File: src/rtl/uirq_pkg.sv
package uirq_pkg;
    localparam int SRC_W     = 11;
    localparam int NUM_LINES = 6;

    localparam int B_RI  = 0;
    localparam int B_CTS = 1;
    localparam int B_DCD = 2;
    localparam int B_DSR = 3;
    localparam int B_RX  = 4;
    localparam int B_TX  = 5;
    localparam int B_RTO = 6;
    localparam int B_FE  = 7;
    localparam int B_PE  = 8;
    localparam int B_BE  = 9;
    localparam int B_OE  = 10;

    typedef enum logic {WR_MASK = 1'b0, WR_CLEAR = 1'b1} wr_target_e;
    typedef enum logic {RD_RAW = 1'b0, RD_MASKED = 1'b1} rd_view_e;

    localparam int LINE_ANY   = 0;
    localparam int LINE_RX    = 1;
    localparam int LINE_TX    = 2;
    localparam int LINE_RTO   = 3;
    localparam int LINE_MODEM = 4;
    localparam int LINE_ERR   = 5;

    // Which source bits feed each output line
    function automatic logic [SRC_W-1:0] line_group(input int idx);
        logic [SRC_W-1:0] g;
        g = '0;
        unique case (idx)
            LINE_ANY:   g = '1;
            LINE_RX:    g[B_RX]  = 1'b1;
            LINE_TX:    g[B_TX]  = 1'b1;
            LINE_RTO:   g[B_RTO] = 1'b1;
            LINE_MODEM: begin
                g[B_RI] = 1'b1; g[B_CTS] = 1'b1; g[B_DCD] = 1'b1; g[B_DSR] = 1'b1;
            end
            LINE_ERR:   begin
                g[B_FE] = 1'b1; g[B_PE] = 1'b1; g[B_BE] = 1'b1; g[B_OE] = 1'b1;
            end
            default:    g = '0;
        endcase
        return g;
    endfunction
endpackage

File: src/rtl/uirq_raw_status.sv
module uirq_raw_status #(
    parameter int W = 11
) (
    input  logic         clk,
    input  logic         rst_n,
    input  logic [W-1:0] set_i,
    input  logic [W-1:0] clr_i,
    output logic [W-1:0] raw_q
);
    logic [W-1:0] raw_d;

    // Set is applied after clear, so it wins on a collision
    always_comb raw_d = (raw_q & ~clr_i) | set_i;

    always_ff @(posedge clk or negedge rst_n) begin
        if (!rst_n) raw_q <= '0;
        else        raw_q <= raw_d;
    end

    p_set_lands_r2: assert property (@(posedge clk) disable iff (!rst_n)
        1'b1 |=> ((raw_q & $past(set_i)) == $past(set_i)));

    p_clear_lands_r3: assert property (@(posedge clk) disable iff (!rst_n)
        1'b1 |=> ((raw_q & $past(clr_i) & ~$past(set_i)) == '0));

    p_sticky_r2: assert property (@(posedge clk) disable iff (!rst_n)
        1'b1 |=> (((raw_q ^ $past(raw_q)) & ~($past(set_i) | $past(clr_i))) == '0));
endmodule

File: src/rtl/uirq_mask_reg.sv
module uirq_mask_reg #(
    parameter int W = 11
) (
    input  logic         clk,
    input  logic         rst_n,
    input  logic         load_i,
    input  logic [W-1:0] data_i,
    output logic [W-1:0] mask_q
);
    always_ff @(posedge clk or negedge rst_n) begin
        if (!rst_n)      mask_q <= '0;
        else if (load_i) mask_q <= data_i;
    end

    p_mask_load_r5: assert property (@(posedge clk) disable iff (!rst_n)
        load_i |=> (mask_q == $past(data_i)));

    p_mask_hold_r5: assert property (@(posedge clk) disable iff (!rst_n)
        !load_i |=> $stable(mask_q));
endmodule

File: src/rtl/uirq_line_fanout.sv
module uirq_line_fanout
    import uirq_pkg::*;
#(
    parameter int W = SRC_W,
    parameter int L = NUM_LINES
) (
    input  logic         clk,
    input  logic         rst_n,
    input  logic [W-1:0] raw_i,
    input  logic [W-1:0] mask_i,
    input  logic         rd_sel_i,
    output logic [L-1:0] lines_q,
    output logic [W-1:0] rd_q
);
    logic [W-1:0] masked;
    always_comb masked = raw_i & mask_i;

    for (genvar g = 0; g < L; g++) begin : g_line
        localparam logic [W-1:0] GRP = line_group(g);
        always_ff @(posedge clk or negedge rst_n) begin
            if (!rst_n) lines_q[g] <= 1'b0;
            else        lines_q[g] <= |(masked & GRP);
        end
    end

    always_ff @(posedge clk or negedge rst_n) begin
        if (!rst_n)                      rd_q <= '0;
        else if (rd_sel_i == RD_MASKED)  rd_q <= masked;
        else                             rd_q <= raw_i;
    end

    p_err_line_r6: assert property (@(posedge clk) disable iff (!rst_n)
        1'b1 |=> (lines_q[LINE_ERR] ==
                  |($past(raw_i) & $past(mask_i) & 11'h780)));

    p_modem_line_r7: assert property (@(posedge clk) disable iff (!rst_n)
        1'b1 |=> (lines_q[LINE_MODEM] ==
                  |($past(raw_i) & $past(mask_i) & 11'h00F)));

    p_any_line_r9: assert property (@(posedge clk) disable iff (!rst_n)
        1'b1 |=> (lines_q[LINE_ANY] == |($past(raw_i) & $past(mask_i))));

    p_any_covers_groups_r9: assert property (@(posedge clk) disable iff (!rst_n)
        (|lines_q[L-1:1]) |-> lines_q[LINE_ANY]);
endmodule

File: src/rtl/uart_irq_ctrl.sv
module uart_irq_ctrl
    import uirq_pkg::*;
#(
    parameter int SRC_BITS = SRC_W
) (
    input  logic                clk,
    input  logic                rst_n,
    input  logic [SRC_BITS-1:0] src_set_i,
    input  logic                wr_en_i,
    input  logic                wr_sel_i,
    input  logic [SRC_BITS-1:0] wr_data_i,
    input  logic                rd_sel_i,
    output logic [SRC_BITS-1:0] rd_data_o,
    output logic                irq_any_o,
    output logic                irq_rx_o,
    output logic                irq_tx_o,
    output logic                irq_rto_o,
    output logic                irq_modem_o,
    output logic                irq_err_o
);
    logic [SRC_BITS-1:0]  raw_q, mask_q, clr_vec;
    logic                 mask_load;
    logic [NUM_LINES-1:0] lines;

    always_comb begin
        mask_load = wr_en_i && (wr_sel_i == WR_MASK);
        clr_vec   = (wr_en_i && (wr_sel_i == WR_CLEAR)) ? wr_data_i : '0;
    end

    uirq_raw_status #(.W(SRC_BITS)) u_raw (
        .clk(clk), .rst_n(rst_n), .set_i(src_set_i), .clr_i(clr_vec), .raw_q(raw_q)
    );

    uirq_mask_reg #(.W(SRC_BITS)) u_mask (
        .clk(clk), .rst_n(rst_n), .load_i(mask_load), .data_i(wr_data_i), .mask_q(mask_q)
    );

    uirq_line_fanout #(.W(SRC_BITS), .L(NUM_LINES)) u_fan (
        .clk(clk), .rst_n(rst_n), .raw_i(raw_q), .mask_i(mask_q),
        .rd_sel_i(rd_sel_i), .lines_q(lines), .rd_q(rd_data_o)
    );

    always_comb begin
        irq_any_o   = lines[LINE_ANY];
        irq_rx_o    = lines[LINE_RX];
        irq_tx_o    = lines[LINE_TX];
        irq_rto_o   = lines[LINE_RTO];
        irq_modem_o = lines[LINE_MODEM];
        irq_err_o   = lines[LINE_ERR];
    end

    p_collision_set_wins_r4: assert property (@(posedge clk) disable iff (!rst_n)
        (|(src_set_i & clr_vec)) |=> ((raw_q & $past(src_set_i & clr_vec)) == $past(src_set_i & clr_vec)));

    p_rx_follows_r8: assert property (@(posedge clk) disable iff (!rst_n)
        1'b1 |=> (irq_rx_o == ($past(raw_q[B_RX]) & $past(mask_q[B_RX]))));

    p_masked_read_r5: assert property (@(posedge clk) disable iff (!rst_n)
        rd_sel_i |=> (rd_data_o == ($past(raw_q) & $past(mask_q))));
endmodule

File: config.mk
export PLATFORM = sky130hd
export DESIGN_NAME = uart_irq_ctrl
export DESIGN_NICKNAME = d
export VERILOG_FILES = /design/src/rtl/uirq_pkg.sv /design/src/rtl/uirq_raw_status.sv /design/src/rtl/uirq_mask_reg.sv /design/src/rtl/uirq_line_fanout.sv /design/src/rtl/uart_irq_ctrl.sv
export SDC_FILE = /design/constraint.sdc
export NUM_CORES = 1
export LEC_CHECK = 0
export ABC_AREA = 1
export CAP_MARGIN = 20
export CORE_MARGIN = 2
export CORE_UTILIZATION = 52
export CTS_BUF_LIST = sky130_fd_sc_hd__clkbuf_4
export CTS_CLUSTER_SIZE = 16
export DETAILED_ROUTE_END_ITERATION = 8
export GPL_TIMING_DRIVEN = 0
export PLACE_DENSITY_LB_ADDON = 0.25
export SLEW_MARGIN = 20
export SYNTH_ARGS = -nofsm -noshare
export SYNTH_HDL_FRONTEND = slang
export SYNTH_SLANG_ARGS = --single-unit
File: constraint.sdc
create_clock -name clk -period 2.5 [get_ports clk]
set_input_delay 0.5 -clock clk [delete_from_list [all_inputs] [get_ports clk]]
set_output_delay 0.5 -clock clk [all_outputs]
set_load 0.05 [all_outputs]
-- Word level (Yosys, flattened, before mapping)
Index checks and enable logic that the tools add are counted.
W data, S select, Z words.
- muxes and demuxes: 2
- bitwise gates (word level): 5
- reduce and logical (&&, ||, !) cells: 5
- operator list (kind ; count):
    $and A11 B11 Y11 ; 2
    $mux W11 ; 2
    $not A11 Y11 ; 1
    $or A11 B11 Y11 ; 1
    $reduce_or A11 Y1 ; 1
    $reduce_or A4 Y1 ; 2
    $logic_and A1 B1 Y1 ; 2
    $not A1 Y1 ; 1
- flip-flop bits (word level): 39

-- Longest topological paths before layout
- word-level depth: 5
- mapped depth: 5

-- Modules after synthesis
From an unflattened synthesis, not the netlist that was laid out.
- cell total of the unflattened synthesis: 194
- area, all modules: 1632.8 µm²
- by module, submodules not included (module ; instances ; cells an instance ; area an instance (µm²)):
    uirq_line_fanout ; 1 ; 66 ; 635.6
    uirq_raw_status ; 1 ; 55 ; 440.4
    uirq_mask_reg ; 1 ; 47 ; 421.7
    uart_irq_ctrl ; 1 ; 26 ; 135.1

-- Worst setup path before layout
Ideal clock, no wire load.
- path type: register to output
- start point: register u_fan.lines_q[0]
- end point: output port irq_any_o
- arrival: 0.586 ns
- required time: 2.000 ns
- slack: 1.414 ns
- stages on the path, launching flop included: 1
- cells stage by stage: dfrtp_1
- RTL lines (element ; RTL line ; text):
    start: declaration ; uirq_line_fanout.sv:12 ; output logic [L-1:0] lines_q,
    start signal: indexed assignment ; uirq_line_fanout.sv:22 ; else lines_q[g] <= |(masked & GRP);
    end: declaration ; uart_irq_ctrl.sv:14 ; output logic irq_any_o,
No word-level cell between the ends.

-- Worst setup path in the final report
- start point: register u_fan.rd_q[5]
- end point: output port rd_data_o[5]
- RTL lines (element ; RTL line ; text):
    start: declaration ; uirq_line_fanout.sv:13 ; output logic [W-1:0] rd_q
    start signal: assignment ; uirq_line_fanout.sv:28 ; else if (rd_sel_i == RD_MASKED) rd_q <= masked;
    start signal: assignment ; uirq_line_fanout.sv:29 ; else rd_q <= raw_i;
    end: declaration ; uart_irq_ctrl.sv:13 ; output logic [SRC_BITS-1:0] rd_data_o,
No word-level cell between the ends.

==> results.md <==
* Vias in the first global route at 1143
* Synth area leader: dfrtp_1
* Post-synth EDFFs at 0
* Initial core utilization at 0.5508
* Die area at 0.003369 mm2
* Drt wl/cell at 12.67 um
* Clock root cell: clkbuf_4
* Largest net degree at the start of global routing at 28
* Post-route ant nets at 0
* Number of port buffers at 43
* Crit. End Element: output pin
* Final setup fails at 0
* CTS Buffer Depth at 2
* DR top layer: met4
* Worst setup margin at 0.5075 ns
* Post-placement worst setup slack at 0.8817 ns
* I/O pin cnt at 44
* Top cell type's share of synthesized area at 0.6425
* Yosys warns at 0
* Top-count cell post-synth: dfrtp_1
* Post_cts resized at 0
* Ys flop type: dfrtp_1
* Post-CTS Setup Inserts at 0
* Die H at 58.05 um
* Slew Viols, Final at 0
* Max Clock Skew at 0.004827 ns
* Core Area at 0.002758 mm2
* DRC violations left at 0
* Synthesized flop and latch total at 39
* Yosys cell types at 12
* CP Launch Type: flop
* Crit-path cells: clkdlybuf4s50_1
* HPWL after detailed placement at 2174 um
* Final hold violation count at 0
* Highest Clock Rate at 501.9 MHz
* Max_slew headroom at 0.6602
* Worst path arrival time at 1.49 ns
* TNS Setup at 0 ns
* Sequential-to-total area share from yosys stat at 0.6425
* Total wire length at 2939 um
* Global Route Usage Sum at 0.1983
* First-pass GRT wire length at 4864 um
* Grt total ovfl at 0
* CTS tree: yes
* Psw at 447.7 uW
* P&R area growth vs syn at 36.90%
* Drt first pass iters at 4
* Ant diodes at 0
* Sw frac at 0.3017
* Row cnt at 19
* Syn_nets at 176
* Cells after Synth at 149
* CP max FO at 1
* RSZ-0062 raised after global routing: no
* Worst path top cell family by delay: buffers and inverters
* Worst VDD drop at 0.0005716 V
* Worst setup path category: flop to output pin
* Routed met3 length at 166 um
* Met2 wire length at 1582 um
* Mapped cell area at 0.001519 mm2
* Int Power at 1036 uW
* Die Wd at 58.05 um
* Slowest stage delay, CP at 0.80 ns
* Vias per inst at 4.901
* Sequential share of power at 0.484
* H-Tree Level Count at 2
* Synthesized area per cell at 10.19 um2
* Combinational Power Share at 0.241
* DRT met1 WL at 1131 um
* Synth top cells by count: dfrtp_1 (39), nand2_1 (29), inv_1 (28)
* Gp weighted congestion at 0.7474
* # clock sinks at 39
* Post-synthesis async set-or-reset flop share at 1.000
* Worst Tran Pin Value at 0.5082 ns
* Max Cap Viol at 0
* Hold/Removal Path Class: primary input to asynchronous set/reset pin
* Synth area leaders: dfrtp_1 (64%), nand2_1 (7.2%), inv_1 (6.9%), o21bai_1 (5.4%), o21ai_2 (5.2%)
* Detailed router's first-iteration violation count at 12
* CP Buf/Inv Count at 1
* Crit-path slowest cell: clkdlybuf4s50_1
* Clock transition at the registers of the reported paths at 0.11 ns
* Clk Latency, worst-skew pair at 0.35 ns
* P per Cell Area at 713.5 mW/mm2
* Clock power frac at 0.275
* Hold_buf cts at 0
* Outcome: finished clean
* Via count at 1137
* Fin nets at 227
* Cts bufs inserted at 5
* Layout cells sized above 1 at 0.1144
* Pleak at 0.001076 uW
* Period utilization at 0.7970
* Required @ worst endpoint at 2.00 ns
* Min Clock Period, post-route at 1.993 ns
* Initial antenna violation count at 0
registers in the layout, summed over array words and instances, names as in the netlist:
name,flops
u_fan.rd_q,11
u_raw.raw_q,11
u_mask.mask_q,11
u_fan.lines_q,6
stage by stage:
step | hold slack (ns) | util | power, uW | instances | cell area (um2)
after floorplan | 0.2044 | - | 942.4 | 149 | 1519
after global placement | 0.4645 | 0.7210 | 1078 | 223 | 1988
after detailed placement | 0.4012 | 0.7264 | 1093 | 224 | 2003
after CTS | 0.007790 | 0.7541 | 1499 | 232 | 2079
after global routing | 0.02212 | 0.7541 | 1543 | 232 | 2079
final | 0.01031 | 0.7541 | 1484 | 232 | 2079
power by group through the flow:
stage | clock network (uW) | registers, uW | logic, uW
after floorplan | 0 | 847 | 95.2
after global placement | 0 | 728 | 350
after detailed placement | 0 | 732 | 361
after CTS | 418 | 719 | 362
after global routing | 435 | 725 | 384
final | 408 | 718 | 358
area by class of cell:
class	instances	area [um2]
well taps	31	38.79
clock buffers	5	37.54
multi-input cells	78	399.1
repair buffers	44	445.4
inverters	28	105.1
flip-flops and latches	39	975.9
fillers	203	678.2
plain buffers	4	38.79
clock inverters	3	38.79
cells by family (layout without fill, tap and decap cells):
family                 after synthesis  count (layout)  share of synthesized area
DFF                                 39              39                     0.6425
AOI/OAI and AO/OA                   33              33                     0.1491
buffers and inverters               32              84                    0.09472
and+or+nand+nor                     45              45                     0.1137
layer usage:
| layer | up-vias | global-route usage |
|---|---|---|
| met3 | 6 | 0.06250 |
| met2 | 31 | 0.3555 |
| met1 | 542 | 0.2134 |
| met5 | - | 0 |
| met4 | 0 | 0.08638 |
| li1 | 558 | - |
cells in the final DEF (no fill, tap or decap), types with 2 or more instances in the layout:
cell type         n
buf_6             3
clkbuf_4          5
clkdlybuf4s50_1  42
dfrtp_1          39
inv_1            28
nand2_1          29
nor2_1           14
o21ai_0          11
o21ai_1           2
o21ai_2           9
o21bai_1         11
final timing paths:
| kind | slack (ns) | start | endpoint | depth (start not counted) |
|---|---|---|---|---|
| setup / recovery | 0.51 | u_fan.rd_q[5]$_DFF_PN0_ | rd_data_o[5] | 1 |
| min in group clk | 0.50 | u_mask.mask_q[4]$_DFFE_PN0P_ | u_mask.mask_q[4]$_DFFE_PN0P_ | 2 |
| max in group asynchronous | 2.06 | rst_n | u_fan.rd_q[1]$_DFF_PN0_ | 2 |
| hold reg to reg | 0.50 | u_mask.mask_q[4]$_DFFE_PN0P_ | u_mask.mask_q[4]$_DFFE_PN0P_ | 2 |
| setup reg to reg | 1.59 | u_mask.mask_q[8]$_DFFE_PN0P_ | u_fan.lines_q[0]$_DFF_PN0_ | 4 |
| hold / removal | 0.01 | rst_n | u_fan.rd_q[4]$_DFF_PN0_ | 1 |
No activity file was read; power rests on OpenSTA's default activity.
